===== config.mk =====
export PLATFORM = sky130hd
export DESIGN_NAME = prio_irq_ctrl
export DESIGN_NICKNAME = d
export VERILOG_FILES = /design/src/rtl/pic_pkg.sv /design/src/rtl/pic_cmd_decode.sv /design/src/rtl/pic_level_state.sv /design/src/rtl/pic_priority.sv /design/src/rtl/prio_irq_ctrl.sv
export SDC_FILE = /design/constraint.sdc
export NUM_CORES = 1
export LEC_CHECK = 0
export ABC_AREA = 1
export ABC_CLOCK_PERIOD_IN_PS = 21600
export BUFFER_PORTS_ARGS = -buffer_cell sky130_fd_sc_hd__buf_2
export CAP_MARGIN = 20
export CORE_MARGIN = 4
export CORE_UTILIZATION = 50
export CTS_CLUSTER_SIZE = 28
export DETAILED_ROUTE_END_ITERATION = 12
export PLACE_DENSITY = 0.74
export RECOVER_POWER = 100
export SYNTH_ARGS = -nofsm -noshare
export SYNTH_HDL_FRONTEND = slang
export SYNTH_HIERARCHICAL = 1
export SYNTH_SLANG_ARGS = --single-unit

===== constraint.sdc =====
create_clock -name clk -period 21.6 [get_ports clk]
set_input_delay 1.08 -clock clk [delete_from_list [all_inputs] [get_ports clk]]
set_output_delay 1.08 -clock clk [all_outputs]
set_load 0.02 [all_outputs]

===== src/rtl/pic_pkg.sv =====
package pic_pkg;

  typedef enum logic [2:0] {
    OP_NOP        = 3'd0,
    OP_ENABLE     = 3'd1,
    OP_DISABLE    = 3'd2,
    OP_REQUEST    = 3'd3,
    OP_ACTIVATE   = 3'd4,
    OP_DEACTIVATE = 3'd5
  } pic_op_e;

  function automatic logic is_ctl_op(input logic [2:0] op);
    return (op >= 3'd1) && (op <= 3'd5);
  endfunction

endpackage


===== src/rtl/pic_cmd_decode.sv =====
module pic_cmd_decode
  import pic_pkg::*;
#(
  parameter int NUM_LEVELS = 112,
  parameter int OVR_LEVEL  = 1,
  localparam int LVL_W     = $clog2(NUM_LEVELS)
) (
  input  logic                  clk,
  input  logic                  rst_n,
  input  logic                  cmd_valid,
  input  logic [2:0]            cmd_op,
  input  logic [LVL_W-1:0]      cmd_level,
  input  logic                  cmd_priv,
  output logic [NUM_LEVELS-1:0] set_en,
  output logic [NUM_LEVELS-1:0] clr_en,
  output logic [NUM_LEVELS-1:0] set_pend,
  output logic [NUM_LEVELS-1:0] set_act,
  output logic [NUM_LEVELS-1:0] clr_act,
  output logic                  priv_trap
);

  localparam logic [NUM_LEVELS-1:0] PROT_MASK =
    NUM_LEVELS'(1) | (NUM_LEVELS'(1) << OVR_LEVEL);

  logic [NUM_LEVELS-1:0] hit;
  logic                  trap_n;
  logic                  trap_q;

  generate
    for (genvar g = 0; g < NUM_LEVELS; g++) begin : g_sel
      assign hit[g] = cmd_valid && cmd_priv && !PROT_MASK[g] &&
                      (cmd_level == LVL_W'(g));
    end
  endgenerate

  always_comb begin
    set_en   = '0;
    clr_en   = '0;
    set_pend = '0;
    set_act  = '0;
    clr_act  = '0;
    unique case (cmd_op)
      OP_ENABLE:     set_en   = hit;
      OP_DISABLE:    clr_en   = hit;
      OP_REQUEST:    set_pend = hit;
      OP_ACTIVATE:   set_act  = hit;
      OP_DEACTIVATE: clr_act  = hit;
      default:       ;
    endcase
  end

  always_comb begin
    trap_n = cmd_valid && !cmd_priv && is_ctl_op(cmd_op);
  end

  always_ff @(posedge clk or negedge rst_n) begin
    if (!rst_n) trap_q <= 1'b0;
    else        trap_q <= trap_n;
  end

  assign priv_trap = trap_q;

  p_trap_on_unpriv_r8: assert property (@(posedge clk) disable iff (!rst_n)
    (cmd_valid && !cmd_priv && (cmd_op >= 3'd1) && (cmd_op <= 3'd5)) |=> priv_trap);

  p_trap_cause_r8: assert property (@(posedge clk) disable iff (!rst_n)
    $rose(priv_trap) |-> $past(cmd_valid && !cmd_priv));

  p_no_decode_unpriv_r8: assert property (@(posedge clk) disable iff (!rst_n)
    (cmd_valid && !cmd_priv) |-> ((set_en | clr_en | set_pend | set_act | clr_act) == '0));

endmodule


===== src/rtl/pic_level_state.sv =====
module pic_level_state #(
  parameter int NUM_LEVELS = 112,
  parameter int OVR_LEVEL  = 1
) (
  input  logic                  clk,
  input  logic                  rst_n,
  input  logic [NUM_LEVELS-1:0] hw_req,
  input  logic [NUM_LEVELS-1:0] set_en,
  input  logic [NUM_LEVELS-1:0] clr_en,
  input  logic [NUM_LEVELS-1:0] set_pend,
  input  logic [NUM_LEVELS-1:0] set_act,
  input  logic [NUM_LEVELS-1:0] clr_act,
  input  logic [NUM_LEVELS-1:0] grant_mask,
  output logic [NUM_LEVELS-1:0] en_q,
  output logic [NUM_LEVELS-1:0] pend_q,
  output logic [NUM_LEVELS-1:0] act_q
);

  localparam logic [NUM_LEVELS-1:0] PROT_MASK =
    NUM_LEVELS'(1) | (NUM_LEVELS'(1) << OVR_LEVEL);

  logic [NUM_LEVELS-1:0] en_n, pend_n, act_n;
  logic                  upd;

  always_comb begin
    en_n   = ((en_q | set_en) & ~clr_en) | PROT_MASK;
    pend_n = (pend_q & ~grant_mask) | hw_req | set_pend;
    act_n  = ((act_q | grant_mask) | set_act) & ~clr_act;
    upd    = (en_n != en_q) || (pend_n != pend_q) || (act_n != act_q);
  end

  always_ff @(posedge clk or negedge rst_n) begin
    if (!rst_n) begin
      en_q   <= PROT_MASK;
      pend_q <= '0;
      act_q  <= '0;
    end else if (upd) begin
      en_q   <= en_n;
      pend_q <= pend_n;
      act_q  <= act_n;
    end
  end

  p_pend_kept_r4: assert property (@(posedge clk) disable iff (!rst_n)
    (grant_mask == '0) |=> ((pend_q & $past(pend_q)) == $past(pend_q)));

  p_grant_onehot_r7: assert property (@(posedge clk) disable iff (!rst_n)
    $onehot0(grant_mask));

endmodule


===== src/rtl/pic_priority.sv =====
module pic_priority #(
  parameter int NUM_LEVELS = 112,
  localparam int LVL_W     = $clog2(NUM_LEVELS)
) (
  input  logic                  clk,
  input  logic                  rst_n,
  input  logic [NUM_LEVELS-1:0] en,
  input  logic [NUM_LEVELS-1:0] pend,
  input  logic [NUM_LEVELS-1:0] act,
  output logic                  found,
  output logic [LVL_W-1:0]      level
);

  logic [NUM_LEVELS-1:0] act_at_or_above;
  logic [NUM_LEVELS-1:0] cand;

  generate
    for (genvar g = 0; g < NUM_LEVELS; g++) begin : g_pre
      if (g == 0) begin : g_first
        assign act_at_or_above[g] = act[g];
      end else begin : g_rest
        assign act_at_or_above[g] = act_at_or_above[g-1] | act[g];
      end
    end
  endgenerate

  assign cand = pend & en & ~act_at_or_above;

  always_comb begin
    found = 1'b0;
    level = '0;
    for (int i = NUM_LEVELS - 1; i >= 0; i--) begin
      if (cand[i]) begin
        found = 1'b1;
        level = LVL_W'(i);
      end
    end
  end

  p_offer_ready_r5: assert property (@(posedge clk) disable iff (!rst_n)
    found |-> (pend[level] && en[level]));

  p_offer_outranks_r5: assert property (@(posedge clk) disable iff (!rst_n)
    found |-> ((act & ((NUM_LEVELS'(1) << level) | ((NUM_LEVELS'(1) << level) - NUM_LEVELS'(1)))) == '0));

endmodule


===== src/rtl/prio_irq_ctrl.sv =====
module prio_irq_ctrl #(
  parameter int               NUM_LEVELS = 112,
  parameter int               OVR_LEVEL  = 1,
  parameter int               ADDR_W     = 24,
  parameter logic [ADDR_W-1:0] VEC_BASE  = 24'h000100,
  localparam int              LVL_W      = $clog2(NUM_LEVELS)
) (
  input  logic                  clk,
  input  logic                  rst_n,
  input  logic [NUM_LEVELS-1:0] hw_req,
  input  logic                  cmd_valid,
  input  logic [2:0]            cmd_op,
  input  logic [LVL_W-1:0]      cmd_level,
  input  logic                  cmd_priv,
  input  logic                  irq_ack,
  output logic                  irq_valid,
  output logic [LVL_W-1:0]      irq_level,
  output logic [ADDR_W-1:0]     irq_vector,
  output logic                  priv_trap
);

  logic [NUM_LEVELS-1:0] set_en, clr_en, set_pend, set_act, clr_act;
  logic [NUM_LEVELS-1:0] en_q, pend_q, act_q;
  logic [NUM_LEVELS-1:0] grant_mask;
  logic                  found;
  logic [LVL_W-1:0]      win_level;

  pic_cmd_decode #(.NUM_LEVELS(NUM_LEVELS), .OVR_LEVEL(OVR_LEVEL)) u_dec (
    .clk(clk), .rst_n(rst_n),
    .cmd_valid(cmd_valid), .cmd_op(cmd_op), .cmd_level(cmd_level), .cmd_priv(cmd_priv),
    .set_en(set_en), .clr_en(clr_en), .set_pend(set_pend),
    .set_act(set_act), .clr_act(clr_act), .priv_trap(priv_trap)
  );

  pic_level_state #(.NUM_LEVELS(NUM_LEVELS), .OVR_LEVEL(OVR_LEVEL)) u_state (
    .clk(clk), .rst_n(rst_n), .hw_req(hw_req),
    .set_en(set_en), .clr_en(clr_en), .set_pend(set_pend),
    .set_act(set_act), .clr_act(clr_act), .grant_mask(grant_mask),
    .en_q(en_q), .pend_q(pend_q), .act_q(act_q)
  );

  pic_priority #(.NUM_LEVELS(NUM_LEVELS)) u_prio (
    .clk(clk), .rst_n(rst_n),
    .en(en_q), .pend(pend_q), .act(act_q),
    .found(found), .level(win_level)
  );

  always_comb begin
    grant_mask = '0;
    if (found && irq_ack) grant_mask = NUM_LEVELS'(1) << win_level;
  end

  assign irq_valid  = found;
  assign irq_level  = win_level;
  assign irq_vector = VEC_BASE + {{(ADDR_W-LVL_W-2){1'b0}}, win_level, 2'b00};

  p_unpriv_no_effect_r8: assert property (@(posedge clk) disable iff (!rst_n)
    (cmd_valid && !cmd_priv && !(irq_ack && irq_valid)) |=> ($stable(en_q) && $stable(act_q)));

  p_ack_activates_r7: assert property (@(posedge clk) disable iff (!rst_n)
    (irq_ack && irq_valid && !cmd_valid) |=> act_q[$past(irq_level)]);

  p_prot_immune_r9: assert property (@(posedge clk) disable iff (!rst_n)
    (cmd_valid && cmd_priv && ((cmd_level == '0) || (cmd_level == LVL_W'(OVR_LEVEL)))
     && !(irq_ack && irq_valid)) |=> ($stable(en_q) && $stable(act_q)));

endmodule


==> results.txt, run 1 <==
Status = complete, but fails checks
Failing checks = max-capacitance violations, max-slew violations
Root Driver = clkbuf_16
Clk slew on worst S/H paths = 0.05 ns
Pin count of the biggest net entering global routing = 82
CTS sink count = 335
Cell mode on critical path = nand2_1
Final setup TNS = 0 ns
Yosys Warn Count = 6
DRC = 0
Dpl hpwl = 49490 µm
I/O pin count = 160
Final Max Tran Viols = 533
CTS Buf Count = 40
Worst setup path class = reg2out
Commonest non-fill, non-tap cell in the layout = nor2_1
Post-CTS sizing = 0
Number of vias per cell = 5.733
Storage cell area = 8383 µm²
PortBufs = 143
Gr ovfl total = 0
Fin crit period = 18.05 ns
Synth Cell Area = 19440 µm²
Row cnt = 71
Total Wirelength = 71370 µm
Static leakage = 9.867 nW
Worst Path Max Fanout = 7
Max rail drop VDD = 44.65 µV
Total GRT Usage = 0.3288
Rel. slew slack = -1.872
Area Overhead vs Synth = 10.70%
Die area = 42100 µm²
Hold depth = 2
CP peak stage delay = 0.57 ns
Die X = 205.2 µm
Worst slew pin tran = 4.308 ns
First-pass GRT wire length = 107300 µm
Final period utilization = 0.8357
Hold Fails Final Rpt = 0
Reg2reg path depth = 170
RSZ-0062 raised after global routing = no
P per Cell Area = 69.67 nW/µm²
First-pass DRT Iterations = 7
GPL Wtd Cong = 1.023
DR WL/cell = 20.21 µm
Initial Util = 0.5114
Initial antenna violation count = 5
Setup Skew = 0.01809 ns
FMAX = 0.05540 GHz
Critical path launch point type = register
Clk_lat worst skew = 0.55 ns
# setup viols final = 0
Fin util = 0.5660
Core Box Area = 38020 µm²
TritonCTS clock tree = built
Die Ht = 205.2 µm
Slowest-stage cell, CP = a21oi_1
Worst EP arrival = 16.97 ns
Mean Syn Cell Area = 6.681 µm²
Final nets = 3119
Vias in the first global route = 18797
CTS Hold Bufs = 0
Total number of vias = 20243
Drt first-iter violations = 2739
DRT antenna net count = 0
# fillers = 3772
Cells after Synth = 2910
Endpoint type of the worst setup path = primary output
Post-Place Cell Area = 20410 µm²
Multi-input logic area = 9176 µm²
HP Class = reg2reg
CP Data Required Time = 20.52 ns
Most frequent cells in the layout = nor2_1, nand2_1, dfrtp_1
R2R Setup Slk = 3.64 ns
Max-Cap Viols = 11
Setup repair bufs after CTS = 0
Max Root-Sink Buffers = 3
Design Area, Final = 21520 µm²
H-tree levels = 2
Layout cells sized above 1 = 0.08184
==> metrics by stage <==
step | cells | setup slack (ns) | total power [mW] | hold slack [ns]
6_report | 3531 | 3.548 | 1.499 | 0.4733
5_1_grt | 3529 | 1.776 | 1.545 | 0.4913
4_1_cts | 3527 | 5.440 | 1.504 | 0.4728
3_5_place_dp | 3459 | 5.855 | 0.8424 | 0.4589
3_3_place_gp | 3457 | 6.202 | 0.8403 | 0.4538
2_1_floorplan | 2931 | 8.572 | 0.7704 | 0.4420
==> worst paths after layout <==
kind,to,from
setup / recovery,irq_vector[2],u_state/act_q[0]
hold reg to reg,u_state/pend_q[34],u_state/pend_q[34]
setup reg to reg,u_state/pend_q[15],u_state/act_q[0]
max in group asynchronous,u_state/en_q[20],rst_n
hold / removal,u_state/pend_q[34],u_state/pend_q[34]
min in group asynchronous,u_state/en_q[108],rst_n
==> layout make-up <==
cell class              instances  area share
clock buffers                  57     0.05418
repair buffers                167     0.04104
flip-flops and latches        335      0.3895
inverters                     310     0.05407
diodes                          2   0.0002325
well taps                     511     0.02971
clock inverters                11    0.004883
multi-input cells            2138      0.4264
==> report_power, final <==
| part | internal [mW] | switching (mW) |
|---|---|---|
| Sequential | 0.641 | 0.00923 |
| Clock | 0.397 | 0.271 |
| Combinational | 0.0429 | 0.139 |
| Total | 1.08 | 0.418 |
==> routing by layer <==
| metal | global-route usage | vias up | wire length, µm |
|---|---|---|---|
| li1 | - | 9219 | - |
| met1 | 0.4471 | 9451 | 27880 |
| met2 | 0.4997 | 1318 | 31080 |
| met3 | 0.07880 | 245 | 8428 |
| met4 | 0.1533 | 10 | 3926 |
| met5 | 0 | - | 56 |
==> critical path: cells and delay by family, from the launching register on <==
family          cells  cell delay, ns
compound gates      1            0.57
buf+inv             1            0.32
simple gates      164           15.13
flops               1            0.41
==> sequential cells by signal (all words and copies together) (netlist names) <==
| register | cells |
|---|---|
| u_dec/priv_trap | 1 |
| u_state/act_q | 112 |
| u_state/en_q | 110 |
| u_state/pend_q | 112 |
No activity file was read; power rests on OpenSTA's default activity.
==> run 2, diff against run 1 <==
--- a/config.mk
+++ b/config.mk
@@ -6,7 +6,7 @@
 export NUM_CORES = 1
 export LEC_CHECK = 0
 export ABC_AREA = 1
-export ABC_CLOCK_PERIOD_IN_PS = 21600
+export ABC_CLOCK_PERIOD_IN_PS = 18700
 export BUFFER_PORTS_ARGS = -buffer_cell sky130_fd_sc_hd__buf_2
 export CAP_MARGIN = 20
 export CORE_MARGIN = 4
==> constraint.sdc (replaced) <==
create_clock -name clk -period 18.7 [get_ports clk]
set_input_delay 0.935 -clock clk [delete_from_list [all_inputs] [get_ports clk]]
set_output_delay 0.935 -clock clk [all_outputs]
set_load 0.02 [all_outputs]
==> run 2 against run 1 <==
  * Power grew 17%
  * First-iteration DRC count grew 6.1%
  * Sequential power grew 16%
  * Clock skew is essentially flat
  * Highest routed layer unchanged
  * Worst hold slack lost 0.00071 ns
  * Non-clock buffer count grew 2
  * Flip-flop and latch count is the same
  * The flow still finishes with violations (max-capacitance violations, max-slew violations)
  * Critical path depth is the same
  * Global-route usage grew 0.10 points
  * Sequential share of layout area shrank 0.34 points
  * Register-to-register slack lost 1.7 ns
  * Design area grew 0.88%
==> results.txt, run 2 (same netlist as run 1, synthesis figures left out) <==
Final setup TNS = 0 ns
Total Wirelength = 71300 µm
Dpl hpwl = 49310 µm
Drt first-iter violations = 2907
Final period utilization = 0.8994
Setup repair bufs after CTS = 0
CP peak stage delay = 0.43 ns
Final nets = 3120
CTS Hold Bufs = 0
Gr ovfl total = 0
Status = complete, but fails checks
TritonCTS clock tree = built
FMAX = 0.05946 GHz
Critical path launch point type = register
Die area = 42100 µm²
CTS sink count = 335
Die X = 205.2 µm
Pin count of the biggest net entering global routing = 116
Cell mode on critical path = nand2_1
DRT antenna net count = 0
Clk_lat worst skew = 0.54 ns
PortBufs = 143
Worst slew pin tran = 6.232 ns
Area Overhead vs Synth = 11.67%
Final Max Tran Viols = 459
Most frequent cells in the layout = nor2_1, nand2_1, dfrtp_1
Fin crit period = 16.82 ns
Clk slew on worst S/H paths = 0.06 ns
HP Class = reg2reg
First-pass GRT wire length = 108200 µm
I/O pin count = 160
DRC = 0
Initial Util = 0.5114
Max Root-Sink Buffers = 3
Worst setup path class = reg2out
CTS Buf Count = 39
# fillers = 3736
H-tree levels = 2
Rel. slew slack = -3.154
GPL Wtd Cong = 1.003
Total GRT Usage = 0.3298
Initial antenna violation count = 5
Total number of vias = 20372
Die Ht = 205.2 µm
Worst hold margin = 0.4726 ns
RSZ-0062 raised after global routing = no
Delay-heaviest family, CP = simple AND/OR/NAND/NOR gates
Max-Cap Viols = 7
Worst EP arrival = 15.88 ns
# setup viols final = 0
Failing checks = max-capacitance violations, max-slew violations
Core Box Area = 38020 µm²
CP Data Required Time = 17.77 ns
Root Driver = clkbuf_16
Static leakage = 9.912 nW
Buffers plus inverters on the worst setup path = 1
Setup Skew = 0.01768 ns
Max rail drop VDD = 61.99 µV
First-pass DRT Iterations = 6
Commonest non-fill, non-tap cell in the layout = nor2_1
Number of vias per cell = 5.760
Endpoint type of the worst setup path = primary output
Row cnt = 71
Worst Path Max Fanout = 7
P per Cell Area = 81.02 nW/µm²
Vias in the first global route = 19141
DR WL/cell = 20.16 µm
Slowest-stage cell, CP = dfrtp_1
Layout cells sized above 1 = 0.09398
Hold Fails Final Rpt = 0
Post-CTS sizing = 0
Top flop regs = u_state/act_q: 112 flops, u_state/pend_q: 112 flops, u_state/en_q: 110 flops
==> run 2: cell types whose count changed in the layout (fill, tap and decap cells not counted), sizes merged <==
cell      change
clkinvlp      +2
diode         +2
bufinv        +2
buf           +8
clkbuf        -8
==> run 2: stage by stage <==
| stage | cell area (µm²) | instances | util | worst slack (ns) | power, mW |
|---|---|---|---|---|---|
| floorplan | 19520 | 2931 | - | 5.817 | 0.8899 |
| finish | 21710 | 3537 | 0.5710 | 1.881 | 1.759 |
| CTS | 21690 | 3525 | 0.5706 | 2.691 | 1.759 |
| global route | 21710 | 3535 | 0.5709 | 0.3100 | 1.814 |
| detailed placement | 20380 | 3455 | 0.5359 | 3.117 | 0.9704 |
| global placement | 20350 | 3453 | 0.5353 | 3.481 | 0.9666 |
==> run 2: worst reg2reg max path: cells and delay by family, from the launching register on <==
family | cells | cell delay, ns
and+or+nand+nor | 168 | 15.61
DFF | 1 | 0.43
AOI/OAI and AO/OA | 2 | 0.53
==> run 2: cell type report <==
cell class              count  area, µm²  area share
well taps                 511      639.4     0.02945
diodes                      4      10.01   0.0004610
flip-flops and latches    335       8383      0.3861
clock inverters            15      180.2    0.008299
clock buffers              55       1139     0.05244
repair buffers            169      927.1     0.04270
multi-input cells        2138       9269      0.4269
inverters                 310       1164     0.05360
==> run 2: worst paths after layout <==
| check | from | endpoint | slack [ns] | depth (start not counted) |
|---|---|---|---|---|
| max | u_state/act_q[0] | irq_vector[2] | 1.88 | 166 |
| min | u_state/pend_q[76] | u_state/pend_q[76] | 0.47 | 2 |
| max reg2reg | u_state/act_q[0] | u_state/pend_q[15] | 1.98 | 170 |
| min reg2reg | u_state/pend_q[76] | u_state/pend_q[76] | 0.47 | 2 |
| max in group asynchronous | rst_n | u_state/act_q[22] | 6.80 | 4 |
| min in group asynchronous | rst_n | u_state/en_q[106] | 2.68 | 1 |
==> run 2: power by group <==
part           total [mW]  switching [mW]  internal (mW)
registers           0.752          0.0112          0.740
clock network       0.794           0.315          0.479
logic               0.213           0.162         0.0513
==> run 2: routing by layer <==
| metal | part of all wire | track usage | vias to the layer above |
|---|---|---|---|
| met4 | 0.063 | 0.1720 | 4 |
| met1 | 0.38 | 0.4413 | 9520 |
| li1 | - | - | 9242 |
| met2 | 0.43 | 0.4944 | 1310 |
| met3 | 0.12 | 0.08716 | 296 |
| met5 | 0.00027 | 0 | - |
